--- src/rtl/tevc_pkg.sv ---
package tevc_pkg;
   typedef enum logic [1:0] {
      RUN_IDLE  = 2'd0,
      RUN_TIMER = 2'd1,
      RUN_EVENT = 2'd2
   } run_mode_e;
endpackage

--- src/rtl/tevc_prescale.sv ---
// Two chained dividers: an instruction-cycle strobe every CYC_DIV clocks, then
// one tick every PRE_DIV strobes. clr_i restarts both from zero.
module tevc_prescale #(
   parameter int CYC_DIV = 15,
   parameter int PRE_DIV = 32
) (
   input  logic clk,
   input  logic rst_n,
   input  logic clr_i,
   output logic tick_o
);
   localparam int CW = (CYC_DIV > 1) ? $clog2(CYC_DIV) : 1;
   localparam int PW = (PRE_DIV > 1) ? $clog2(PRE_DIV) : 1;

   logic strobe;
   logic pre_wrap;

   generate
      if (CYC_DIV == 1) begin : g_cyc_bypass
         assign strobe = 1'b1;
      end else begin : g_cyc_div
         logic [CW-1:0] cyc_q;
         always_ff @(posedge clk or negedge rst_n) begin
            if (!rst_n)                        cyc_q <= '0;
            else if (clr_i)                    cyc_q <= '0;
            else if (cyc_q == CW'(CYC_DIV-1))  cyc_q <= '0;
            else                               cyc_q <= cyc_q + CW'(1);
         end
         assign strobe = (cyc_q == CW'(CYC_DIV-1));
      end

      if (PRE_DIV == 1) begin : g_pre_bypass
         assign pre_wrap = 1'b1;
      end else begin : g_pre_div
         logic [PW-1:0] pre_q;
         always_ff @(posedge clk or negedge rst_n) begin
            if (!rst_n)     pre_q <= '0;
            else if (clr_i) pre_q <= '0;
            else if (strobe) begin
               if (pre_q == PW'(PRE_DIV-1)) pre_q <= '0;
               else                         pre_q <= pre_q + PW'(1);
            end
         end
         assign pre_wrap = (pre_q == PW'(PRE_DIV-1));
      end
   endgenerate

   assign tick_o = strobe & pre_wrap & ~clr_i;
endmodule

--- src/rtl/tevc_edge_sync.sv ---
// Synchronises an asynchronous pin and gives a one-cycle pulse on each 1-to-0 change.
module tevc_edge_sync #(
   parameter int STAGES = 2
) (
   input  logic clk,
   input  logic rst_n,
   input  logic pin_i,
   output logic fall_o
);
   logic [STAGES-1:0] sr_q;
   logic              prev_q;

   always_ff @(posedge clk or negedge rst_n) begin
      if (!rst_n) begin
         sr_q   <= '0;
         prev_q <= 1'b0;
      end else begin
         sr_q   <= {sr_q[STAGES-2:0], pin_i};
         prev_q <= sr_q[STAGES-1];
      end
   end

   assign fall_o = prev_q & ~sr_q[STAGES-1];
endmodule

--- src/rtl/tevc_core.sv ---
// Holds the run mode, the count, the sticky flag and the interrupt request.
module tevc_core
   import tevc_pkg::*;
#(
   parameter int CNT_W = 8
) (
   input  logic             clk,
   input  logic             rst_n,
   input  logic             start_tmr_i,
   input  logic             start_evt_i,
   input  logic             stop_i,
   input  logic             load_i,
   input  logic [CNT_W-1:0] load_val_i,
   input  logic             tick_i,
   input  logic             fall_i,
   input  logic             flag_test_i,
   input  logic             irq_en_i,
   input  logic             irq_ack_i,
   output logic [CNT_W-1:0] count_o,
   output logic             flag_o,
   output logic             irq_o
);
   localparam logic [CNT_W-1:0] CNT_TOP = '1;

   run_mode_e        mode_q;
   logic [CNT_W-1:0] cnt_q;
   logic             flag_q, irq_q;
   logic             adv, wrap;

   // Priority: halt, then timer start, then event start.
   always_ff @(posedge clk or negedge rst_n) begin
      if (!rst_n)           mode_q <= RUN_IDLE;
      else if (stop_i)      mode_q <= RUN_IDLE;
      else if (start_tmr_i) mode_q <= RUN_TIMER;
      else if (start_evt_i) mode_q <= RUN_EVENT;
   end

   assign adv  = ((mode_q == RUN_TIMER) & tick_i) | ((mode_q == RUN_EVENT) & fall_i);
   assign wrap = adv & ~load_i & (cnt_q == CNT_TOP);

   always_ff @(posedge clk or negedge rst_n) begin
      if (!rst_n)      cnt_q <= '0;
      else if (load_i) cnt_q <= load_val_i;
      else if (adv)    cnt_q <= cnt_q + CNT_W'(1);
   end

   always_ff @(posedge clk or negedge rst_n) begin
      if (!rst_n)           flag_q <= 1'b0;
      else if (wrap)        flag_q <= 1'b1;
      else if (flag_test_i) flag_q <= 1'b0;
   end

   always_ff @(posedge clk or negedge rst_n) begin
      if (!rst_n)                irq_q <= 1'b0;
      else if (wrap && irq_en_i) irq_q <= 1'b1;
      else if (irq_ack_i)        irq_q <= 1'b0;
   end

   assign count_o = cnt_q;
   assign flag_o  = flag_q;
   assign irq_o   = irq_q;
endmodule

--- src/rtl/tevc_timer.sv ---
module tevc_timer #(
   parameter int CNT_W       = 8,
   parameter int CYC_DIV     = 15,
   parameter int PRE_DIV     = 32,
   parameter int SYNC_STAGES = 2
) (
   input  logic             clk,
   input  logic             rst_n,
   input  logic             start_tmr_i,
   input  logic             start_evt_i,
   input  logic             stop_i,
   input  logic             load_i,
   input  logic [CNT_W-1:0] load_val_i,
   input  logic             evt_pin_i,
   input  logic             flag_test_i,
   input  logic             irq_en_i,
   input  logic             irq_ack_i,
   output logic [CNT_W-1:0] count_o,
   output logic             flag_o,
   output logic             irq_o
);
   generate
      if (CNT_W < 2)       begin : g_bad_w   $error("CNT_W must be at least 2");       end
      if (CYC_DIV < 1)     begin : g_bad_cyc $error("CYC_DIV must be at least 1");     end
      if (PRE_DIV < 1)     begin : g_bad_pre $error("PRE_DIV must be at least 1");     end
      if (SYNC_STAGES < 2) begin : g_bad_sync $error("SYNC_STAGES must be at least 2"); end
   endgenerate

   logic tick, fall;

   tevc_prescale #(.CYC_DIV(CYC_DIV), .PRE_DIV(PRE_DIV)) u_pre (
      .clk(clk), .rst_n(rst_n), .clr_i(start_tmr_i), .tick_o(tick)
   );

   tevc_edge_sync #(.STAGES(SYNC_STAGES)) u_sync (
      .clk(clk), .rst_n(rst_n), .pin_i(evt_pin_i), .fall_o(fall)
   );

   tevc_core #(.CNT_W(CNT_W)) u_core (
      .clk(clk), .rst_n(rst_n),
      .start_tmr_i(start_tmr_i), .start_evt_i(start_evt_i), .stop_i(stop_i),
      .load_i(load_i), .load_val_i(load_val_i),
      .tick_i(tick), .fall_i(fall),
      .flag_test_i(flag_test_i), .irq_en_i(irq_en_i), .irq_ack_i(irq_ack_i),
      .count_o(count_o), .flag_o(flag_o), .irq_o(irq_o)
   );
endmodule

--- config.mk ---
export PLATFORM = sky130hd
export DESIGN_NAME = tevc_timer
export DESIGN_NICKNAME = d
export VERILOG_FILES = /design/src/rtl/tevc_pkg.sv /design/src/rtl/tevc_prescale.sv /design/src/rtl/tevc_edge_sync.sv /design/src/rtl/tevc_core.sv /design/src/rtl/tevc_timer.sv
export SDC_FILE = /design/constraint.sdc
export NUM_CORES = 1
export LEC_CHECK = 0
export BUFFER_PORTS_ARGS = -buffer_cell sky130_fd_sc_hd__buf_2
export CORE_MARGIN = 2
export CORE_UTILIZATION = 35
export CTS_CLUSTER_SIZE = 14
export DETAILED_ROUTE_END_ITERATION = 10
export PLACE_DENSITY = 0.6
export SKIP_LAST_GASP = 1
export SLEW_MARGIN = 20
export SYNTH_ARGS = -nofsm -noshare
export SYNTH_HDL_FRONTEND = slang
export SYNTH_HIERARCHICAL = 1
export SYNTH_SLANG_ARGS = --single-unit
--- constraint.sdc ---
create_clock -name clk -period 4.85 [get_ports clk]
set_input_delay 0.7275 -clock clk [delete_from_list [all_inputs] [get_ports clk]]
set_output_delay 0.7275 -clock clk [all_outputs]
set_load 0.02 [all_outputs]
# ---- After elaboration in Yosys (flattened, before gate mapping)
# Index checks and enable logic that the tools add are counted.
dict set report op_classes {
  add_sub_neg 3
  n_eq_ne 5
  muxes 14
  bitwise_logic 11
  n_reduce_logical 6
}
# cell n
set op_table {}
lappend op_table {{two-way mux 8 bit} 2}
lappend op_table {{two-way mux 5 bit} 3}
lappend op_table {{adder 8 x 1 -> 8 bit (second input constant)} 1}
lappend op_table {{equality test 8 bit (second input constant)} 1}
lappend op_table {{two-way mux 4 bit} 2}
lappend op_table {{nonzero test 2 bit} 4}
lappend op_table {{AND 1 bit} 7}
lappend op_table {{two-way mux 2 bit} 3}
lappend op_table {{adder 5 x 1 -> 5 bit (second input constant)} 1}
lappend op_table {{equality test 5 bit (second input constant)} 1}
lappend op_table {{adder 4 x 1 -> 4 bit (second input constant)} 1}
lappend op_table {{equality test 4 bit (second input constant)} 1}
lappend op_table {{two-way mux 1 bit} 4}
lappend op_table {{NOT 1 bit} 3}
lappend op_table {{nonzero test 3 bit} 1}
lappend op_table {{equality test 2 x 1 -> 1 bit (second input constant)} 1}
lappend op_table {{equality test 2 bit (second input constant)} 1}
lappend op_table {{logical AND 1 bit} 1}
lappend op_table {{OR 1 bit} 1}
dict set report totals {
  register_bits 24
  in_bits 18
  out_inout_bits 10
  word_cells 47
}

# ---- Depth between registers and ports, before layout
# Gate-level depths: netlist (run 1).
dict set report logic_depth {
  ltp_word 9
  ltp_mapped 8
  ltp_nobuf 8
}

# ---- By module
# Netlist (run 1), hierarchy kept.
# module instances cells_per_inst area_per_inst_um2 seq_area_each_um2
set by_module_without_submodules {}
lappend by_module_without_submodules {tevc_core 1 61 661.9 300.3}
lappend by_module_without_submodules {tevc_prescale 1 46 462.9 225.2}
lappend by_module_without_submodules {tevc_edge_sync 1 4 88.8 75.1}

# ---- Worst setup path after synthesis (run 1)
# OpenSTA, ideal clock, no wires.
dict set report synth_path {
  path_type {register -> register}
  from {register u_pre.g_pre_div.pre_q[0]}
  to {register u_core.cnt_q[7], in the netlist u_core/count_o[7]}
  setup_ns 0.125
  arrival_ns 2.092
  t_required_ns 4.725
  setup_slack_ns 2.633
  path_stages_with_launch 9
  n_path_buf 0
  synth_period_minus_slack_ns 2.217
  cell_sequence {dfrtp_1 ha_1 and3_1 ha_1 nor3b_1 nand3b_4 a2111oi_4 xor2_1 mux2_2}
}
dict set report synth_via {
  elab_chain_cells 6
}
# item line
set synth_lines {}
lappend synth_lines {{start, declared} tevc_prescale.sv:35} ;# logic [PW-1:0] pre_q;
lappend synth_lines {{start signal, assigned} tevc_prescale.sv:41} ;# else pre_q <= pre_q + PW'(1);
lappend synth_lines {{equality test 5 bit} tevc_prescale.sv:44} ;# assign pre_wrap = (pre_q == PW'(PRE_DIV-1));
lappend synth_lines {{AND 1 bit (2 in series)} tevc_prescale.sv:48} ;# assign tick_o = strobe & pre_wrap & ~clr_i;
lappend synth_lines {{named net tick} tevc_timer.sv:29} ;# logic tick, fall;
lappend synth_lines {{AND 1 bit} tevc_core.sv:38} ;# assign adv = ((mode_q == RUN_TIMER) & tick_i) | ((mode_q == RUN_EVENT) & fall_i);
lappend synth_lines {{OR 1 bit} tevc_core.sv:38}
lappend synth_lines {{nonzero test 2 bit (no source line)} --}
lappend synth_lines {{end signal, assigned} tevc_core.sv:43} ;# else if (load_i) cnt_q <= load_val_i;
lappend synth_lines {{end signal, assigned} tevc_core.sv:44} ;# else if (adv) cnt_q <= cnt_q + CNT_W'(1);
lappend synth_lines {{end, declared} tevc_core.sv:26} ;# logic [CNT_W-1:0] cnt_q;
# The timed path passes the listed nets, and every way through them passes these cells.
# A chain may end at the register's enable or synchronous reset.

# ---- Final worst setup path (run 1)
# Same ends and word-level chain as after synthesis.

==> impl_results.md, run 1 <==
* Drt pass-1 iters at 6
* PortBufs at 27
* Cells after synthesis at ~110
* Total grt overflow at 0
* Critical-path cell list: ha_1 -> and3_1 -> ha_1 -> nor3b_1 -> nand3b_4 -> a2111oi_4 -> xor2_1 -> mux2_2
* Most frequent cells in the layout: 27 x buf_2, 24 x dfrtp_1, 11 x a21oi_1, 11 x nand2_1, 7 x inv_1
* Synth Register Bits at 24
* Post-DR wirelength/cell at 12.73 um
* Crit path max-delay cell type: dfrtp_1
* Routing usage on met2 at 20.08%
* Most common cell after layout, fill and taps aside: buf_2
* Global-route wire length before repair at 4022 um
* CTS H-tree depth at 1
* RSZ-0062 raised after global routing: no
* Largest net degree at the start of global routing at 25
* Diode count at 0
* Gates resized, CTS repair at 0
* Worst path most repeated cell: ha_1
* Row cnt at 21
* Worst VDD drop at between 100 and 150 uV
* Endpoints failing setup at 0
* Final worst-path cycle share at 49.60%
* Tightest Hold Check Type: in -> async
* Clock root cell: clkbuf_4
* Post-CTS Setup Repair Bufs at 0
* Setup Skew at 1.312 ps
* Status: finished, final reports clean
* Final worst path period need at 2406 ps
* Die W at 62.89 um
* Placed Cells at 182
* Syn nets at 134
* Worst Setup Start Kind: flop
* Area grow syn2layout at 17.11%
* Clock Sinks at 24
* Fin. max-slew vios at 0
* CP arrival at 2610 ps
* # hold bufs at CTS at 0
* Antenna Nets Post-Route at 0
* Warnings, synthesis at 6
* Busiest grt layer: met2
* Filler instances at 355
* Initial Utilization at 36.37%
* GR Layer Usage met1 at 17.38%
* Nets at 164
* CTS Buffer Depth at 2
* Crit path kind: reg -> reg
* Global-route track usage on met3 at 1.261%
* Gpl congestion at 0.8376
* CTS tree: built
* Vias at 926
* Clk slew on worst S/H paths at 130 ps
* Non-filler cells in the finished layout at 185
* Die ar. at 3955 um2
* Syn avg cell area at 10.93 um2
* Ports at 28
* Post-Syn Area at 1214 um2
* Final WL at 2355 um
* Critical Path Max Stage Delay at 430 ps
* Least-Margin Pin Slew at 528.9 ps
* Core Box Area at 3337 um2
* Vias per inst at approximately 5.0
* Vias in the first global route at slightly below 900
* Cts bufs inserted at 3
* Final-report hold violation count at 0
* Achievable Freq at 415.7 MHz
* DRC at 0
* Layout cell share with drive strength beyond 1 at between 20% and 30%
* Max_cap viols at 0
* Netlist cell types at 33
* Die Y at 62.89 um
* Sequential-to-total area share from yosys stat at between 40% and 50%
* DP HPWL at 1791 um
* PD cells at 255.8 nW/um2
* CP Capture Type: flop
* Initial antenna violation count at 0
* Max_slew headroom at 64.74%
* Hold WS at 378.0 ps
* Area of the multi-input gates at 579.3 um2
* Setup TNS at 0 ps
* Critical path fanouts, max at 7
* Static Leak at 0.6852 nW
* Clock latency on the worst-skew pair at 300 ps
* WP data required at 5060 ps
* Register area at 600.6 um2
* DRT iter0 DRCs at 20
* Gr usage total at 12.77%
==> cells by family after synthesis <==
kind of cell,synth area share [%]
AO/OA/AOI/OAI,13.40
XOR/XNOR,5.773
adder cells (fa/ha/maj),5.155
buffers and inverters,2.784
flip-flops,49.48
multiplexers,3.608
AND/OR/NAND/NOR,19.80
==> state kept, by name, indices dropped and copies added, names as in the netlist <==
name and count:
u_pre/g_pre_div.pre_q 5, u_core/flag_o 1, u_pre/g_cyc_div.cyc_q 4, u_core/count_o 8, u_core/irq_o 1, u_sync/sr_q 2
u_core/mode_q 2, u_sync/prev_q 1
==> per-layer routing <==
layer	up-vias	wire length [um]	share of wire, %
li1	454	-	-
met1	450	1139	48
met2	20	1109	47
met3	2	72	3.1
met4	0	34	1.4
met5	-	0	0
==> critical path: cells and delay by family, from the launching register on <==
kind / cells / cell delay [ps]
and+or+nand+nor: 3 / 670
adders and majority gates: 2 / 450
DFF: 1 / 430
AOI/OAI and AO/OA: 1 / 390
muxes: 1 / 260
xor gates and xnor gates: 1 / 100
==> power breakdown <==
part           total (mW)  internal, mW  switching, mW
clock network      0.0865        0.0290         0.0575
logic              0.0535        0.0230         0.0305
registers           0.224         0.211         0.0129
total               0.364         0.263          0.101
==> area by class of cell <==
type                    instances  area share (%)
well taps                      46           4.049
flip-flops and latches         24           42.25
repair buffers                 27           9.507
inverters                       7           1.849
clock buffers                   3           1.585
multi-input cells              78           40.76
==> Yosys cell counts <==
| master | count | area share [%] |
|---|---|---|
| dfrtp_1 | 24 | 49 |
| a21oi_1 | 11 | 4.5 |
| nand2_1 | 11 | 3.4 |
| inv_1 | 7 | 2.2 |
| o21ai_0 | 6 | 2.5 |
| ha_1 | 5 | 5.2 |
| xnor2_1 | 5 | 3.6 |
| nand3_1 | 4 | 1.6 |
| nor3_1 | 4 | 1.6 |
| mux2_2 | 3 | 2.8 |
| nor2_1 | 3 | 0.93 |
| xor2_1 | 3 | 2.2 |
| a211oi_1 | 2 | 1.2 |
| clkbuf_1 | 2 | 0.62 |
| nand3b_4 | 2 | 3.3 |
| o21ai_1 | 2 | 0.82 |
| a2111oi_4 | 1 | 2.3 |
| a22o_1 | 1 | 0.72 |
| a31oi_1 | 1 | 0.52 |
| a32o_1 | 1 | 0.82 |
| and3_1 | 1 | 0.52 |
| and3_2 | 1 | 0.62 |
| mux2i_1 | 1 | 0.82 |
| nand3_2 | 1 | 0.82 |
| nand3b_1 | 1 | 0.62 |
| nand4_2 | 1 | 1.0 |
| nand4b_1 | 1 | 0.72 |
| nor2b_4 | 1 | 1.1 |
| nor3b_1 | 1 | 0.62 |
| nor4b_1 | 1 | 0.72 |
| or3_2 | 1 | 0.62 |
| or4_1 | 1 | 0.62 |
| or4b_1 | 1 | 0.82 |
==> stage by stage <==
stage | utilization [%] | setup WS, ps | area, um2 | total power [mW]
floorplan | - | 2633 | 1214 | 0.2576
global placement | 41.92 | 2543 | 1399 | 0.2799
detailed placement | 41.92 | 2473 | 1399 | 0.2820
CTS | 42.59 | 2446 | 1421 | 0.3693
global route | 42.59 | 2284 | 1421 | 0.3821
finish | 42.59 | 2444 | 1421 | 0.3636
==> final timing paths <==
kind	startpoint	endpoint	slack, ps	depth (start not counted)
worst min-delay path	rst_n	u_pre/g_cyc_div.cyc_q[3]	380	1
worst max-delay path	u_pre/g_pre_div.pre_q[0]	u_core/count_o[7]	2440	8
worst max register to register	u_pre/g_pre_div.pre_q[0]	u_core/count_o[7]	2440	8
worst min register to register	u_sync/sr_q[0]	u_sync/sr_q[1]	380	0
max in group asynchronous	rst_n	u_sync/sr_q[0]	4120	1
min in group clk	u_sync/sr_q[0]	u_sync/sr_q[1]	380	0
Power figures use the tool's default switching activity.
==> run 2, diff against run 1 <==
==> constraint.sdc (replaced) <==
create_clock -name clk -period 2.4 [get_ports clk]
set_input_delay 0.36 -clock clk [delete_from_list [all_inputs] [get_ports clk]]
set_output_delay 0.36 -clock clk [all_outputs]
set_load 0.02 [all_outputs]
==> run 2 against run 1 <==
  * Sequential share of layout area fell by 1.4 points
  * Worst setup slack got worse by 2200 ps
  * Power rose by 130%
  * Flip-flop and latch count did not move
==> impl_results.md, run 2 (synthesis gave the netlist of run 1 again) <==
* Clock Sinks at 24 (unchanged)
* Worst path most repeated cell: ha_1 (unchanged)
* Area of the multi-input gates at 584.3 um2 (was 579.3 um2)
* Placed Cells at 184 (was 182)
* Cts bufs inserted at 3 (unchanged)
* Setup TNS at 0 ps (unchanged)
* Non-filler cells in the finished layout at 188 (was 185)
* Initial antenna violation count at 0 (unchanged)
* CTS tree: built (unchanged)
* Achievable Freq at 464.3 MHz (was 415.7 MHz)
* Worst Setup Start Kind: flop (unchanged)
* Status: finished, final reports clean (unchanged)
* Capturing point of the worst reg2reg path: u_core/count_o[7] (unchanged)
* CTS Buffer Depth at 2 (unchanged)
* Crit path kind: reg -> reg (unchanged)
* Total grt overflow at 0 (unchanged)
* PortBufs at 27 (unchanged)
* Vias per inst at 4.968 (was 5.005)
* Final WL at 2292 um (was 2355 um)
* Most frequent cells in the layout: 27 x buf_2, 24 x dfrtp_1, 11 x a21oi_1, 11 x nand2_1, 7 x inv_1 (unchanged)
* Most common cell after layout, fill and taps aside: buf_2 (unchanged)
* Max_cap viols at 0 (unchanged)
* CTS H-tree depth at 1 (unchanged)
* CP Capture Type: flop (unchanged)
* Vias at 934 (was 926)
* Diode count at 0 (unchanged)
* Critical-path cell list: ha_1 -> and3_1 -> ha_1 -> nor3b_2 -> nand3b_4 -> a2111oi_4 -> xor2_1 -> mux2_2 (was ha_1 -> and3_1 -> ha_1 -> nor3b_1 -> nand3b_4 -> a2111oi_4 -> xor2_1 -> mux2_2)
* Ports at 28 (unchanged)
* Worst VDD drop at 305.2 uV (was 144.7 uV)
* Initial Utilization at 36.37% (unchanged)
* Gpl congestion at 0.8189 (was 0.8376)
* DRC at 0 (unchanged)
* Fin. max-slew vios at 0 (unchanged)
* Final worst path period need at 2154 ps (was 2406 ps)
* Final-report hold violation count at 0 (unchanged)
* Antenna Nets Post-Route at 0 (unchanged)
* Flop2flop setup slack at 250 ps (was 2440 ps)
* Endpoints failing setup at 0 (unchanged)
* Max FFs per register at 8 (unchanged)
* Static Leak at 0.7089 nW (was 0.6852 nW)
* RSZ-0062 raised after global routing: no (unchanged)
* Filler instances at 346 (was 355)
* Clock latency on the worst-skew pair at 310 ps (was 300 ps)
* Least-Margin Pin Slew at 537.9 ps (was 528.9 ps)
* Max_slew headroom at 64.14% (was 64.74%)
* Vias in the first global route at 991 (was 894)
* Crit path max-delay cell type: dfrtp_1 (unchanged)
* Nets at 166 (was 164)
* Drt pass-1 iters at 4 (was 6)
* DP HPWL at 1784 um (was 1791 um)
* Layout cell share with drive strength beyond 1 at 31.69% (was 29.50%)
* Largest net degree at the start of global routing at 25 (unchanged)
* FF-to-FF path depth at 8 (unchanged)
* Die W at 62.89 um (unchanged)
* Core Box Area at 3337 um2 (unchanged)
* Post-CTS Setup Repair Bufs at 0 (unchanged)
* Reg-to-Reg Start: u_pre/g_pre_div.pre_q[0] (unchanged)
* Hold WS at 3.676 ps (was 378.0 ps)
* DRT iter0 DRCs at 16 (was 20)
* Clock root cell: clkbuf_4 (unchanged)
* Critical path fanouts, max at 7 (unchanged)
* Total power at 848.3 uW (was 363.6 uW)
* Critical Path Max Stage Delay at 430 ps (about the same)
* Register area at 600.6 um2 (unchanged)
* Area grow syn2layout at 21.24% (was 17.11%)
* Gr usage total at 13.66% (was 12.77%)
* Tightest Hold Check Type: in -> async (unchanged)
* PD cells at 576.5 nW/um2 (was 255.8 nW/um2)
* Row cnt at 21 (unchanged)
* Post-DR wirelength/cell at 12.19 um (was 12.73 um)
* Final Util at 44.09% (was 42.59%)
* WP data required at 2620 ps (was 5060 ps)
* CP arrival at 2370 ps (was 2610 ps)
* Final worst-path cycle share at 89.74% (was 49.60%)
* Clk slew on worst S/H paths at 130 ps (about the same)
* Die Y at 62.89 um (unchanged)
* Die ar. at 3955 um2 (unchanged)
* Setup Skew at 1.332 ps (was 1.312 ps)
* Global-route wire length before repair at 4284 um (was 4022 um)
## run 2: worst max path at each step
| stage | from | to | slack, ps | depth (start not counted) |
|---|---|---|---|---|
| detailed placement | u_pre/g_pre_div.pre_q[0] | u_core/count_o[7] | 140 | 8 |
| floorplan | u_pre/g_pre_div.pre_q[0] | u_core/count_o[7] | 180 | 8 |
| global placement | u_pre/g_pre_div.pre_q[0] | u_core/count_o[7] | 180 | 8 |
| CTS | u_pre/g_pre_div.pre_q[0] | u_core/count_o[7] | 110 | 8 |
| global route | u_pre/g_pre_div.pre_q[0] | u_core/count_o[7] | 30 | 8 |
| finish | u_pre/g_pre_div.pre_q[0] | u_core/count_o[7] | 250 | 8 |
## run 2: metal layers
layer	global-route usage, %	wire, um
met1	17.28	1024
met2	21.41	1081
met3	3.063	119
met4	7.778	66
met5	0	0
## run 2: layout make-up
cell class                 count  share of cell area [%]
inverter                       7                   1.786
clock inverter                 1                   2.041
tap                           46                   3.912
multi-input combinational     78                   39.71
timing repair buffer          29                   10.20
clock buffer                   3                   1.531
sequential                    24                   40.82
## run 2: through the flow
step                setup WS, ps  area (um2)
finish                     246.2        1471
global route               28.78        1471
CTS                        113.8        1466
detailed placement         140.2        1414
global placement           177.3        1414
floorplan                  183.2        1214
## run 2: what timing repair did
action | in CTS | in global routing
setup endpoints to repair | 0 | 2
hold buffers | 0 | 0
gates resized for setup | 0 | 1
## run 2: worst max-delay path, delay by kind of cell (launching register included)
family,cells,cell delay (ps)
AO/OA/AOI/OAI,1,380
multiplexers,1,260
flip-flops,1,430
AND/OR/NAND/NOR,3,540
XOR/XNOR,1,100
adder cells (fa/ha/maj),2,350
## run 2: power by group
part	total [mW]	internal [mW]	switching, mW
Combinational	0.108	0.0467	0.0616
Clock	0.288	0.169	0.119
Sequential	0.452	0.426	0.0260
Total	0.848	0.641	0.207
